$ cat config.mk
export PLATFORM = sky130hd
export DESIGN_NAME = sclk_frame_counter
export DESIGN_NICKNAME = d
export VERILOG_FILES = /design/src/rtl/fsc_pkg.sv /design/src/rtl/fsc_input_sync.sv /design/src/rtl/fsc_pulse_gen.sv /design/src/rtl/fsc_low_count.sv /design/src/rtl/fsc_high_count.sv /design/src/rtl/fsc_sync_ctrl.sv /design/src/rtl/sclk_frame_counter.sv
export SDC_FILE = /design/constraint.sdc
export NUM_CORES = 1
export LEC_CHECK = 0
export ABC_AREA = 0
export BUFFER_PORTS_ARGS = -buffer_cell sky130_fd_sc_hd__buf_4
export CELL_PAD_IN_SITES_DETAIL_PLACEMENT = 0
export CELL_PAD_IN_SITES_GLOBAL_PLACEMENT = 2
export CORE_MARGIN = 3
export CORE_UTILIZATION = 25
export DETAILED_ROUTE_END_ITERATION = 16
export PLACE_DENSITY_LB_ADDON = 0.1
export SETUP_SLACK_MARGIN = 0.3
export SLEW_MARGIN = 30
export SYNTH_ARGS = -nofsm -noshare
export SYNTH_HDL_FRONTEND = slang
export SYNTH_SLANG_ARGS = --single-unit
$ cat constraint.sdc
create_clock -name clk -period 1.7 [get_ports clk]
set_clock_uncertainty 0.05 [all_clocks]
set_input_delay 0.085 -clock clk [delete_from_list [all_inputs] [get_ports clk]]
set_output_delay 0.085 -clock clk [all_outputs]
set_load 0.1 [all_outputs]
$ cat src/rtl/fsc_pkg.sv
package fsc_pkg;

  typedef enum logic [2:0] {
    SY_IDLE,
    SY_WANT_FHI,
    SY_WANT_FLO,
    SY_WANT_SHI,
    SY_WAIT_WRAP,
    SY_DONE
  } sync_st_t;

endpackage

$ cat src/rtl/fsc_input_sync.sv
module fsc_input_sync #(
  parameter int LANES  = 2,
  parameter int STAGES = 2
) (
  input  logic             clk,
  input  logic             rst_n,
  input  logic [LANES-1:0] async_i,
  output logic [LANES-1:0] level_o
);

  for (genvar g = 0; g < LANES; g++) begin : g_lane
    logic [STAGES-1:0] chain;

    always_ff @(posedge clk or negedge rst_n) begin
      if (!rst_n) chain <= '0;
      else        chain <= {chain[STAGES-2:0], async_i[g]};
    end

    assign level_o[g] = chain[STAGES-1];
  end

endmodule

$ cat src/rtl/fsc_pulse_gen.sv
module fsc_pulse_gen #(
  parameter int TICKS = 4
) (
  input  logic clk,
  input  logic rst_n,
  input  logic ser_lvl_i,
  input  logic arm_i,
  output logic pulse_o
);

  localparam int CW = $clog2(TICKS + 1);

  logic          ser_prev;
  logic          ser_rise;
  logic          on_q;
  logic          div_q;
  logic [CW-1:0] tick_q;
  logic          pend_q;

  assign ser_rise = ser_lvl_i & ~ser_prev;
  assign pulse_o  = on_q;

  always_ff @(posedge clk or negedge rst_n) begin
    if (!rst_n) begin
      ser_prev <= 1'b0;
      on_q     <= 1'b0;
      div_q    <= 1'b0;
      tick_q   <= '0;
      pend_q   <= 1'b0;
    end else begin
      ser_prev <= ser_lvl_i;
      if (arm_i) pend_q <= 1'b1;
      if (ser_rise) begin
        div_q  <= 1'b0;
        tick_q <= '0;
        if (pend_q) begin
          on_q <= 1'b0;
          if (!arm_i) pend_q <= 1'b0;
        end else begin
          on_q <= 1'b1;
        end
      end else if (on_q) begin
        div_q <= ~div_q;
        if (tick_q == CW'(TICKS)) on_q <= 1'b0;
        else if (div_q)            tick_q <= tick_q + 1'b1;
      end
    end
  end


  pulse_len_chk: assert property (@(posedge clk) disable iff (!rst_n)
    $rose(on_q) |=> on_q);

endmodule

$ cat src/rtl/fsc_low_count.sv
module fsc_low_count #(
  parameter int W = 16
) (
  input  logic         clk,
  input  logic         rst_n,
  input  logic         pulse_i,
  input  logic         arm_i,
  output logic [W-1:0] lo_o,
  output logic         carry_o
);

  logic         prev_q;
  logic         pend_q;
  logic [W-1:0] lo_q;
  logic         carry_q;
  logic         pedge;

  assign pedge   = pulse_i & ~prev_q;
  assign lo_o    = lo_q;
  assign carry_o = carry_q;

  always_ff @(posedge clk or negedge rst_n) begin
    if (!rst_n) begin
      prev_q  <= 1'b0;
      pend_q  <= 1'b0;
      lo_q    <= '0;
      carry_q <= 1'b0;
    end else begin
      prev_q <= pulse_i;
      if (arm_i) pend_q <= 1'b1;
      if (pedge) begin
        if (pend_q) begin
          lo_q <= '0;
          if (!arm_i) pend_q <= 1'b0;
        end else begin
          lo_q <= lo_q + 1'b1;
          if (lo_q == '1)      carry_q <= 1'b1;
          else if (lo_q == '0) carry_q <= 1'b0;
        end
      end
    end
  end


  carry_wrap_chk: assert property (@(posedge clk) disable iff (!rst_n)
    $rose(carry_q) |-> lo_q == '0);

endmodule

$ cat src/rtl/fsc_high_count.sv
module fsc_high_count #(
  parameter int W = 16
) (
  input  logic         clk,
  input  logic         rst_n,
  input  logic         carry_i,
  input  logic         arm_i,
  output logic [W-1:0] hi_o,
  output logic         armed_o
);

  logic         prev_q;
  logic         pend_q;
  logic [W-1:0] hi_q;
  logic [W-1:0] hi_next;
  logic         cedge;

  assign cedge   = carry_i & ~prev_q;
  assign hi_next = pend_q ? '0 : hi_q + 1'b1;
  assign hi_o    = cedge ? hi_next : hi_q;
  assign armed_o = pend_q;

  always_ff @(posedge clk or negedge rst_n) begin
    if (!rst_n) begin
      prev_q <= 1'b0;
      pend_q <= 1'b0;
      hi_q   <= '0;
    end else begin
      prev_q <= carry_i;
      if (arm_i) pend_q <= 1'b1;
      if (cedge) begin
        hi_q <= hi_next;
        if (pend_q && !arm_i) pend_q <= 1'b0;
      end
    end
  end


  hi_hold_chk: assert property (@(posedge clk) disable iff (!rst_n)
    !(carry_i && !prev_q) |=> $stable(hi_q));

endmodule

$ cat src/rtl/fsc_sync_ctrl.sv
module fsc_sync_ctrl
  import fsc_pkg::*;
(
  input  logic clk,
  input  logic rst_n,
  input  logic sync_req,
  input  logic frame_lvl,
  input  logic ser_lvl,
  input  logic hi_armed,
  output logic arm_o,
  output logic ready_o
);

  sync_st_t st_q;
  logic     ready_q;

  assign arm_o   = (st_q == SY_WANT_SHI) && ser_lvl && !sync_req;
  assign ready_o = ready_q;

  always_ff @(posedge clk or negedge rst_n) begin
    if (!rst_n) begin
      st_q    <= SY_IDLE;
      ready_q <= 1'b0;
    end else if (sync_req) begin
      st_q    <= SY_WANT_FHI;
      ready_q <= 1'b0;
    end else begin
      unique case (st_q)
        SY_WANT_FHI:  if (frame_lvl)  st_q <= SY_WANT_FLO;
        SY_WANT_FLO:  if (!frame_lvl) st_q <= SY_WANT_SHI;
        SY_WANT_SHI:  if (ser_lvl)    st_q <= SY_WAIT_WRAP;
        SY_WAIT_WRAP: if (!hi_armed) begin
          st_q    <= SY_DONE;
          ready_q <= 1'b1;
        end
        default: ;
      endcase
    end
  end


  ready_clear_chk: assert property (@(posedge clk) disable iff (!rst_n)
    sync_req |=> !ready_q);


  ready_hold_chk: assert property (@(posedge clk) disable iff (!rst_n)
    ready_q && !sync_req |=> ready_q);


  arm_state_chk: assert property (@(posedge clk) disable iff (!rst_n)
    arm_o |=> st_q == SY_WAIT_WRAP && hi_armed);

endmodule

$ cat src/rtl/sclk_frame_counter.sv
module sclk_frame_counter #(
  parameter int LOW_W       = 16,
  parameter int HIGH_W      = 16,
  parameter int PULSE_TICKS = 4,
  parameter int SYNC_STAGES = 2,
  localparam int CNT_W      = LOW_W + HIGH_W
) (
  input  logic             clk,
  input  logic             rst_n,
  input  logic             ser_clk,
  input  logic             frame_in,
  input  logic             sync_req,
  output logic [CNT_W-1:0] count_o,
  output logic             ready_o
);

  logic [1:0]        lvl;
  logic              arm;
  logic              pulse;
  logic [LOW_W-1:0]  lo;
  logic              carry;
  logic [HIGH_W-1:0] hi;
  logic              hi_armed;

  fsc_input_sync #(.LANES(2), .STAGES(SYNC_STAGES)) u_sync (
    .clk     (clk),
    .rst_n   (rst_n),
    .async_i ({frame_in, ser_clk}),
    .level_o (lvl)
  );

  fsc_sync_ctrl u_ctrl (
    .clk       (clk),
    .rst_n     (rst_n),
    .sync_req  (sync_req),
    .frame_lvl (lvl[1]),
    .ser_lvl   (lvl[0]),
    .hi_armed  (hi_armed),
    .arm_o     (arm),
    .ready_o   (ready_o)
  );

  fsc_pulse_gen #(.TICKS(PULSE_TICKS)) u_pulse (
    .clk       (clk),
    .rst_n     (rst_n),
    .ser_lvl_i (lvl[0]),
    .arm_i     (arm),
    .pulse_o   (pulse)
  );

  fsc_low_count #(.W(LOW_W)) u_low (
    .clk     (clk),
    .rst_n   (rst_n),
    .pulse_i (pulse),
    .arm_i   (arm),
    .lo_o    (lo),
    .carry_o (carry)
  );

  fsc_high_count #(.W(HIGH_W)) u_high (
    .clk     (clk),
    .rst_n   (rst_n),
    .carry_i (carry),
    .arm_i   (arm),
    .hi_o    (hi),
    .armed_o (hi_armed)
  );

  assign count_o = {hi, lo};


  reset_zero_chk: assert property (@(posedge clk)
    !rst_n |-> count_o == '0 && !ready_o);

endmodule

; Yosys cells after proc, flatten, opt, wreduce, memory -nomap -nowiden
; Index checks and enable logic that the tools add are counted.
[totals]
output_inout_bits = 33
word_cells = 89
register_bits = 52
ramBits = 0
mem_bits_ro = 0
memories = 0
latchBits = 0
[classes]
div_mod_pow = 0
shift = 0
n_mux = 35
mul = 0
eq_ne = 12
n_lt_le_gt_ge = 0
n_reduce_logical = 15
bitwise = 8
add_sub_neg = 3
[ops]
columns = op, count
row1 = $mux 16, 3
row2 = $add 16x1->16 const B, 2
row3 = $mux 3, 9
row4 = $mux 1, 22
row5 = $eq 16x16->1 const B, 1
row6 = $logic_not 16->1, 1
row7 = $ne 3x3->1 const B, 4
row8 = $pmux 3 s4, 1
row9 = $reduce_bool 2->1, 4
row10 = $eq 3x2->1 const B, 2
row11 = $eq 3x3->1 const B, 2
row12 = $reduce_and 3->1, 2
row13 = $not 1->1, 5
row14 = $reduce_and 5->1, 1
row15 = $reduce_bool 5->1, 1
row16 = $add 3x1->3 const B, 1
row17 = $and 1x1->1, 3
row18 = $eq 3x1->1 const B, 1
row19 = $logic_and 1x1->1, 3
row20 = $logic_not 1->1, 2
row21 = $ne 2x1->1 const B, 1
row22 = $ne 2x2->1 const B, 1
row23 = $reduce_and 2->1, 1

; Logic depth before layout (Yosys ltp)
[depth]
word_depth = 7
ltp_mapped = 6
ltp_nobuf = 6

; Modules after synthesis
; A second synthesis with hierarchy kept.
[hier_totals]
hier_cells = 259
hier_area_um2 = 2586.2
[modules_own_cells]
columns = module, cells_per_inst, instances, area_per_inst_um2, seq_area_each_um2
row1 = fsc_low_count, 111, 1, 1013.5, 475.5
row2 = fsc_high_count, 88, 1, 924.6, 450.4
row3 = fsc_pulse_gen, 31, 1, 327.8, 175.2
row4 = fsc_sync_ctrl, 23, 1, 205.2, 100.1
row5 = fsc_input_sync, 6, 1, 115.1, 100.1

; Worst setup path before layout
; Ideal clock, no wire load.
[synth_timing]
path_type = flip-flop to flip-flop
start = register u_high.prev_q
end = register u_high.hi_q[3]
required_ps = 1297
arrival_ps = 2985
setup_ps = 353
slack_ps = -1688
path_stages_with_launch = 5
path_buffers = 0
synth_period_minus_slack_ps = 3388
cell_sequence = dfrtp_1 -> nand2b_1 -> nor2_1 -> nand3_1 -> o21ai_0
[synth_between]
elab_chain_len = 3
[synth_rtl]
columns = element, line_no
row1 = "start, declared", fsc_high_count.sv:12  ; logic prev_q;
row2 = "start signal, assigned", fsc_high_count.sv:29  ; prev_q <= carry_i;
row3 = $not 1->1, fsc_high_count.sv:18  ; assign cedge = carry_i & ~prev_q;
row4 = $and 1x1->1, fsc_high_count.sv:18
row5 = $mux 16, -
row6 = named net count_o[19], sclk_frame_counter.sv:13  ; output logic [CNT_W-1:0] count_o,
row7 = "end signal, assigned", fsc_high_count.sv:32  ; hi_q <= hi_next;
row8 = "end, declared", fsc_high_count.sv:14  ; logic [W-1:0] hi_q;
; The timed path passes the listed nets, and every way through them passes these cells.
; A chain may end at the register's enable or synchronous reset.

; Worst setup path after layout
[layout_timing]
start = register u_high.prev_q
end = output count_o[31]
[layout_between]
elab_chain_len = 3
[layout_rtl]
columns = element, line_no
row1 = $not 1->1, fsc_high_count.sv:18
row2 = $and 1x1->1, fsc_high_count.sv:18
row3 = $mux 16, -
row4 = "end, declared", sclk_frame_counter.sv:13
; Every way passes these cells.

==> results.tsv <==
metric	value	unit
grt_overflow	0	
antenna_found_initial	0	
top_layer	met4	
maxCapViolations	0	
die_w	108.1	um
grt.total_usage	13.65	%
tightest_slew	0.3379	ns
dpl_cell_area	3583	sq um
ios	38	
peakVddDrop	0.6726	mV
cp.depth	5	
via_per_inst	4.692	
grt_first_pass_wirelength	12.61	mm
rr_endpoint	u_high.hi_q[7]	
criticalPathCategory	flip-flop to primary output	
synth_top_area_share	49.98	%
crit_path_end	count_o[31]	
ys_seq_area_share	49.98	%
synthAdderAreaFrac	2.403	%
ff2ff_setup_slack	0.03	ns
crit_chain	nand4b_1 > nor4_4 > nand3_1 > mux2_4 > buf_12	
ys_ff_latch	52	
synth_compound_area_share	10.38	%
p_leak	2.050	nW
synth.area.mux_share	3.700	%
met3WireLength	203	um
status	finished, violations left	
drive_gt1_share	58.75	%
gp_congestion	0.7754	
final_antenna_net_count	0	
ys_types	46	
final_util	47.84	%
synth_top_cell_by_area	dfrtp_1	
critPathMaxStageDelay	0.40	ns
grt_pass1_vias	2458	
max_slew_margin	77.47	%
wl_per_cell	14.57	um
period_needed	2.105	ns
drt-initial-drc-count	68	
fin_crit_sh	123.8	%
grt_setup_unrepaired	yes	
violations	setup timing	
cts_root_buf	clkbuf_8	
hold_viol	0	
hpwl	5.097	mm
die_h	108.1	um
drc	0	
final.setup.tns	-4.195	ns
critPathCaptureType	primary output	
coreArea	9955	sq um
cts_tree	built	
yosys_warnings	0	
cpMaxStageDelayCell	dfrtp_1	
cts_buffers	5	
nFillCells	952	
first_pass_iters	4	
crit_arrival	1.97	ns
h-tree-depth	2	
grt_max_degree	36	
dieArea	11680	sq um
cp_num_buf_inv	1	
startpoint	u_high.prev_q	
path_delay_family	simple AND/OR/NAND/NOR gates	
setup_viol	16	
synth_top_flop_cell	dfrtp_1	
setup_ws	-0.4048	ns
design_area	4762	sq um
fp-row-count	36	
r2r_cells	8	
synth_edf_count	0	
nNetsFinal	392	
power	0.005494	W
synthCells	265	
synth_area_leaders	dfrtp_1 (50%), nand3_1 (4.0%), nor2_1 (3.9%)	
portBuffers	37	
clk_pin_slew	0.10	ns
clk_path_buf_depth	2	
dr_wl_met2	3.590	mm
start_kind	flip-flop	
clkSinkCount	52	
async_reset_ff_share	100.0	%
avgSynthCellArea	9.825	sq um
clkLatencyLatePin	0.31	ns
hp-class	input port to asynchronous set/reset pin	
synthSimpleGateAreaFrac	26.48	%
pre_cts_slack	-0.1179	ns
cp.required	1.56	ns
syn_area	2604	sq um
synth_top_family_by_area	simple AND/OR/NAND/NOR gates	
clock.fmax	475.1	MHz
drv_slew	0	
synth_nets	275	
area_growth	82.89	%
diodes	0	
r2r-start	u_high.prev_q	
initial_core_util	26.16	%
power_density	1154	nW/um^2
vias	2421	
worst-path-max-fanout	3	
synth_xor_area_share	4.373	%
met1_length	3.684	mm
wirelength	7.517	mm
-- worst min path at each step --
stage | end | slack [ns] | cells past startpoint
after global routing | u_low.lo_o[4] | 0.15 | 2
after global placement | u_high.hi_q[12] | -0.06 | 1
final | u_high.hi_q[12] | 0.13 | 2
after detailed placement | u_high.hi_q[12] | -0.05 | 1
after CTS | u_low.lo_o[5] | 0.14 | 2
after floorplan | u_ctrl.ready_o | -0.26 | 0
-- cell usage in the layout (no fill, tap or decap), types with 4 or more instances in the layout --
cell,instances
nor2_1,14
nor3_1,4
nand3_4,8
o21ai_4,4
nand4b_1,4
nand3_1,11
xor2_2,5
dlygate4sd3_1,4
nand3_2,4
nand4_1,6
buf_6,29
o21ai_1,7
o21ai_0,5
nand2_1,19
dfrtp_2,9
buf_12,20
nor2_4,12
mux2i_1,4
nor4_4,8
nand2b_1,5
a21oi_1,4
clkbuf_8,5
dfrtp_4,12
inv_1,6
dfrtp_1,31
buf_4,66
-- per-layer routing --
layer  GRT usage (%)  up-vias
met2           21.89       25
met3           2.627        2
met1           19.07     1202
li1                -     1192
met4           3.246        0
met5               0        -
-- cells in the mapped netlist, types with 6 or more instances --
cell      count
a21oi_1       6
dfrtp_1      52
inv_1         7
nand2_1      24
nand2b_1      6
nand3_1      21
nand4_1       6
nor2_1       27
nor3_1        6
nor4_1       10
o21ai_0      17
xnor2_1       7
xor2_1        6
-- state kept, by name (all words and copies together) (netlist names) --
| name | count |
|---|---|
| u_pulse.div_q | 1 |
| u_low.pend_q | 1 |
| u_ctrl.st_q | 3 |
| u_pulse.pulse_o | 1 |
| u_pulse.pend_q | 1 |
| u_pulse.tick_q | 3 |
| u_high.armed_o | 1 |
| u_low.lo_o | 16 |
| u_high.prev_q | 1 |
| u_high.hi_q | 16 |
| u_low.prev_q | 1 |
| u_sync.g_lane.chain | 4 |
| u_low.carry_o | 1 |
| u_ctrl.ready_o | 1 |
| u_pulse.ser_prev | 1 |
-- logic make-up (layout without fill, tap and decap cells) --
| logic type | Yosys count | count (layout) |
|---|---|---|
| and+or+nand+nor | 127 | 127 |
| DFF | 52 | 52 |
| AOI/OAI and AO/OA | 42 | 42 |
| buffers and inverters | 17 | 135 |
| xor gates and xnor gates | 13 | 13 |
| muxes | 9 | 9 |
| adders and majority gates | 5 | 5 |
-- report_power, final --
group / leakage, nW / total (W) / switching, W / internal [W]
logic: 1.37 / 0.00297 / 0.00174 / 0.00123
clock network: 0.0445 / 0.000754 / 0.000460 / 0.000294
registers: 0.639 / 0.00177 / 0.000293 / 0.00148
-- timing repair --
action,in CTS,in global routing
setup buffers,31,18
hold buffers,4,0
endpoints found under the hold margin,58,0
endpoints found under the setup margin,42,52
resized for setup,106,43
pin swaps,26,23
-- metrics by stage --
stage                     std cells  hold WS, ns
after CTS                       498       0.1351
after global routing            516       0.1468
after global placement          455     -0.05615
final                           516       0.1295
after floorplan                 265      -0.2606
after detailed placement        455     -0.05465
-- cell type report --
type	count	area, sq um	area share, %
Clock buffer	5	68.82	1.445
Tap cell	133	166.4	3.494
Timing Repair Buffer	120	1277	26.83
Sequential cell	52	1358	28.51
Inverter	7	26.28	0.5518
Multi-Input combinational cell	196	1844	38.73
Clock inverter	3	21.27	0.4467
No activity file was read; power rests on OpenSTA's default activity.
